===== config.mk =====
export PLATFORM = sky130hd
export DESIGN_NAME = pt_walker
export DESIGN_NICKNAME = d
export VERILOG_FILES = /design/src/rtl/pt_walker.sv
export SDC_FILE = /design/constraint.sdc
export NUM_CORES = 1
export LEC_CHECK = 0
export BUFFER_PORTS_ARGS = -buffer_cell sky130_fd_sc_hd__buf_2
export CAP_MARGIN = 10
export CORE_ASPECT_RATIO = 2
export CORE_MARGIN = 2
export CORE_UTILIZATION = 35
export CTS_CLUSTER_DIAMETER = 60
export DETAILED_ROUTE_END_ITERATION = 16
export PLACE_DENSITY = 0.72
export SLEW_MARGIN = 20
export SYNTH_ARGS = -nofsm -noshare
export SYNTH_HDL_FRONTEND = slang
export SYNTH_SLANG_ARGS = --single-unit
export TNS_END_PERCENT = 5

===== constraint.sdc =====
create_clock -name clk -period 2.32 [get_ports clk]
set_input_delay 0.464 -clock clk [delete_from_list [all_inputs] [get_ports clk]]
set_output_delay 0.464 -clock clk [all_outputs]
set_load 0.005 [all_outputs]

===== src/rtl/pt_walker.sv =====
module pt_walker #(
  parameter int IDX_W = 10,
  parameter int OFF_W = 12
) (
  input  logic        clk,
  input  logic        rst_n,
  input  logic [31:0] ptbr,
  input  logic        req_valid,
  input  logic [31:0] req_vaddr,
  output logic        req_ready,
  output logic        resp_done,
  output logic        resp_fault,
  output logic [31:0] resp_paddr,
  output logic        mem_req,
  output logic [31:0] mem_addr,
  input  logic        mem_ack,
  input  logic        mem_rvalid,
  input  logic [31:0] mem_rdata
);
  localparam int AW = 2 * IDX_W + OFF_W;
  localparam int BW = AW - OFF_W;

  typedef enum logic [2:0] {IDLE, READ_L1, WAIT_L1, READ_L2, WAIT_L2, DONE} state_t;

  state_t          state;
  logic [AW-1:0]   va_q;
  logic [BW-1:0]   base_q;
  logic [AW-1:0]   paddr_q;
  logic            fault_q;

  wire [IDX_W-1:0] idx = (state == READ_L1) ? va_q[AW-1 -: IDX_W] : va_q[OFF_W+IDX_W-1 -: IDX_W];

  assign req_ready  = (state == IDLE);
  assign resp_done  = (state == DONE);
  assign resp_fault = resp_done & fault_q;
  assign resp_paddr = resp_done ? paddr_q : '0;
  assign mem_req    = (state == READ_L1) || (state == READ_L2);
  assign mem_addr   = {base_q, idx, 2'b00};

  always_ff @(posedge clk or negedge rst_n) begin
    if (!rst_n) begin
      state   <= IDLE;
      va_q    <= '0;
      base_q  <= '0;
      paddr_q <= '0;
      fault_q <= 1'b0;
    end else begin
      case (state)
        IDLE: if (req_valid) begin
          va_q    <= req_vaddr;
          base_q  <= ptbr[AW-1:OFF_W];
          fault_q <= 1'b0;
          paddr_q <= '0;
          state   <= READ_L1;
        end
        READ_L1: if (mem_ack) state <= WAIT_L1;
        WAIT_L1: if (mem_rvalid) begin
          if (mem_rdata[0]) begin
            base_q <= mem_rdata[AW-1:OFF_W];
            state  <= READ_L2;
          end else begin
            fault_q <= 1'b1;
            state   <= DONE;
          end
        end
        READ_L2: if (mem_ack) state <= WAIT_L2;
        WAIT_L2: if (mem_rvalid) begin
          if (mem_rdata[0]) paddr_q <= {mem_rdata[AW-1:OFF_W], va_q[OFF_W-1:0]};
          else              fault_q <= 1'b1;
          state <= DONE;
        end
        default: state <= IDLE;
      endcase
    end
  end
endmodule


==> out/results.tsv <==
metric	value	unit
clk-insertion-delay-late	0.33	ns
start_util	35.82	%
hold_path.class	input port to asynchronous set/reset pin	
gr-usage-met1	17.37	%
port_buffers	143	
ctsHoldBuffers	0	
row_count	56	
avgSynthCellArea	10.23	um^2
worst_hold_slack	0.1288	ns
postCtsResizedCells	0	
netlist_area	0.004217	mm^2
diodes	0	
fill_cells	1144	
grt_pass1_vias	3628	
rsz0062_at_grt	no	
chipWidth	81.61	um
ff2ff_path_depth	5	
synthDistinctLibCells	32	
via_per_inst	4.756	
crit_required	1.86	ns
fin_crit	2.170	ns
dr.first_iter.drc_count	116	
ys_ff_latch	88	
setup_viol	0	
drt_pass1_iterations	4	
synth-main-ff-cell	dfrtp_1	
cts_made_buffers	9	
antenna_found_initial	1	
grt_start_max_net_pins	48	
ir_worst_vdd	547.9	uV
setup_tns	0	ns
start_kind	register	
grtUsageTotal	16.56	%
p_per_area	1142	mW/mm^2
ys.warnings.count	0	
multi_input_area	0.001680	mm^2
max_freq	460.7	MHz
hold_viol	0	
routedWlPerCell	14.36	um
drc	0	
gp_congestion	0.8288	
die-area	0.01299	mm^2
seqCellArea	0.002205	mm^2
yosysSeqAreaShare	52.23	%
cpMaxStageDelayCell	dfrtp_2	
critPathArrivalTime	1.71	ns
clock_sinks	88	
reg2reg_from	state[0]$_DFFE_PN0P_	
grt_use_met2	30.37	%
crit_chain	nor3_4, buf_6, mux2_2, buf_2	
clkTransAtPathRegs	0.07	ns
gr-total-overflow	0	
htreeDepth	3	
synthCells	412	
grt_pass1_wl	16.84	mm
cp_max_fo	10	
layout_common_cells	buf_2, nand2_1, dfrtp_1	
routed_wl	10.14	mm
maxCapViolations	0	
crit_path_end_kind	primary output	
syn_to_final_growth	26.56	%
worstSetupPathType	register to primary output	
grtUsageMet3	2.891	%
regToRegEndpoint	paddr_q[6]$_DFFE_PN0P_	
layout.nets	657	
core_region_area	0.01177	mm^2
ant_nets	0	
cp-startpoint	state[2]$_DFFE_PN0P_	
hpwl	7.766	mm
die_h	159.2	um
cpPeakStageDelay	0.48	ns
async_reset_ff_share	100.0	%
vias	3358	
synth_edf_count	0	
p_leak	2.735	nW
root_buffer	clkbuf_16	
tightest_slew	0.6060	ns
drv_slew	0	
cts_max_path_buffers	2	
postCtsSetupRepairBufs	0	
timing.max_slew.rel_slack	59.60	%
drive_gt1_share	36.72	%
final_common_cell	buf_2	
busiest_layer	met2	
ioPinCount	169	
timing.final.crit_share	93.55	%
outcome	completed	
finalClockSkew	0.008236	ns
r2r_slack	0.43	ns
cts_tree	done	
[synthesized netlist by cell type (2+ instances only)]
cell / number / area, um^2
o221a_2: 9 / 101.4
nand2_1: 107 / 401.6
o21ai_0: 14 / 70.07
mux2_2: 10 / 112.6
mux2i_1: 33 / 330.3
buf_4: 6 / 45.04
dfrtp_1: 88 / 2202
nor2_1: 3 / 11.26
clkbuf_1: 2 / 7.510
and2_1: 33 / 206.5
inv_1: 33 / 123.9
buf_6: 11 / 123.9
nand2b_1: 21 / 131.4
nor3_1: 2 / 10.01
buf_2: 9 / 45.04
o221a_1: 11 / 123.9
nor3_4: 2 / 32.53
a21oi_1: 4 / 20.02
[where the power goes]
group	switching (mW)	leakage (nW)	internal [mW]	total [mW]
logic	1.18	1.49	1.07	2.24
clock network	0.622	0.138	0.739	1.36
registers	0.333	1.11	2.16	2.49
[worst max-delay path by stage]
stage                   end  slack (ns)
6_report        mem_addr[6]        0.15
5_1_grt         mem_addr[6]        0.04
4_1_cts         mem_addr[8]        0.01
3_5_place_dp    mem_addr[8]        0.38
3_3_place_gp    mem_addr[6]        0.39
2_1_floorplan  mem_addr[10]        0.53
[cell families (layout without fill, tap and decap cells)]
kind of cell | count (synthesis) | count (layout) | synth area share [%]
compound gates | 41 | 41 | 8.072
xor+xnor | 1 | 1 | 0.2078
buf+inv | 62 | 210 | 8.279
flops | 88 | 88 | 52.23
mux | 43 | 43 | 10.50
other cells | 1 | 2 | 0.08894
simple gates | 176 | 176 | 20.62
[flip-flops by register name (all words and copies together), names as in the netlist]
register  count
base_q       20
va_q         32
state         3
fault_q       1
paddr_q      32
[final cells by class]
class / count / share of cell area [%]
clock inverter: 7 / 1.032
clock buffer: 9 / 4.220
inverter: 34 / 2.392
sequential: 88 / 41.31
timing repair buffer: 160 / 16.15
multi-input combinational: 263 / 31.49
tap: 145 / 3.400
[per-stage QoR]
step | util, % | std cells | worst slack (ns) | total power [mW] | cell area (um^2)
after floorplan | - | 413 | 0.5285 | 4.007 | 4220
after global placement | 42.90 | 690 | 0.3905 | 4.658 | 5050
after detailed placement | 42.90 | 690 | 0.3822 | 4.781 | 5050
after CTS | 45.28 | 706 | 0.009763 | 6.169 | 5330
after global routing | 45.33 | 706 | 0.03635 | 6.568 | 5336
final | 45.33 | 706 | 0.1496 | 6.094 | 5336
[worst max-delay path, delay by kind of cell, from the launching register on]
family / cells / cell delay, ns
flip-flops: 1 / 0.48
buffers and inverters: 2 / 0.33
multiplexers: 1 / 0.34
AND/OR/NAND/NOR: 1 / 0.24
[metal layers]
metal	vias up	share of wire [%]
li1	1623	-
met1	1615	37
met2	97	56
met3	21	4.1
met4	2	2.7
met5	-	0.16
Power figures use the tool's default switching activity.
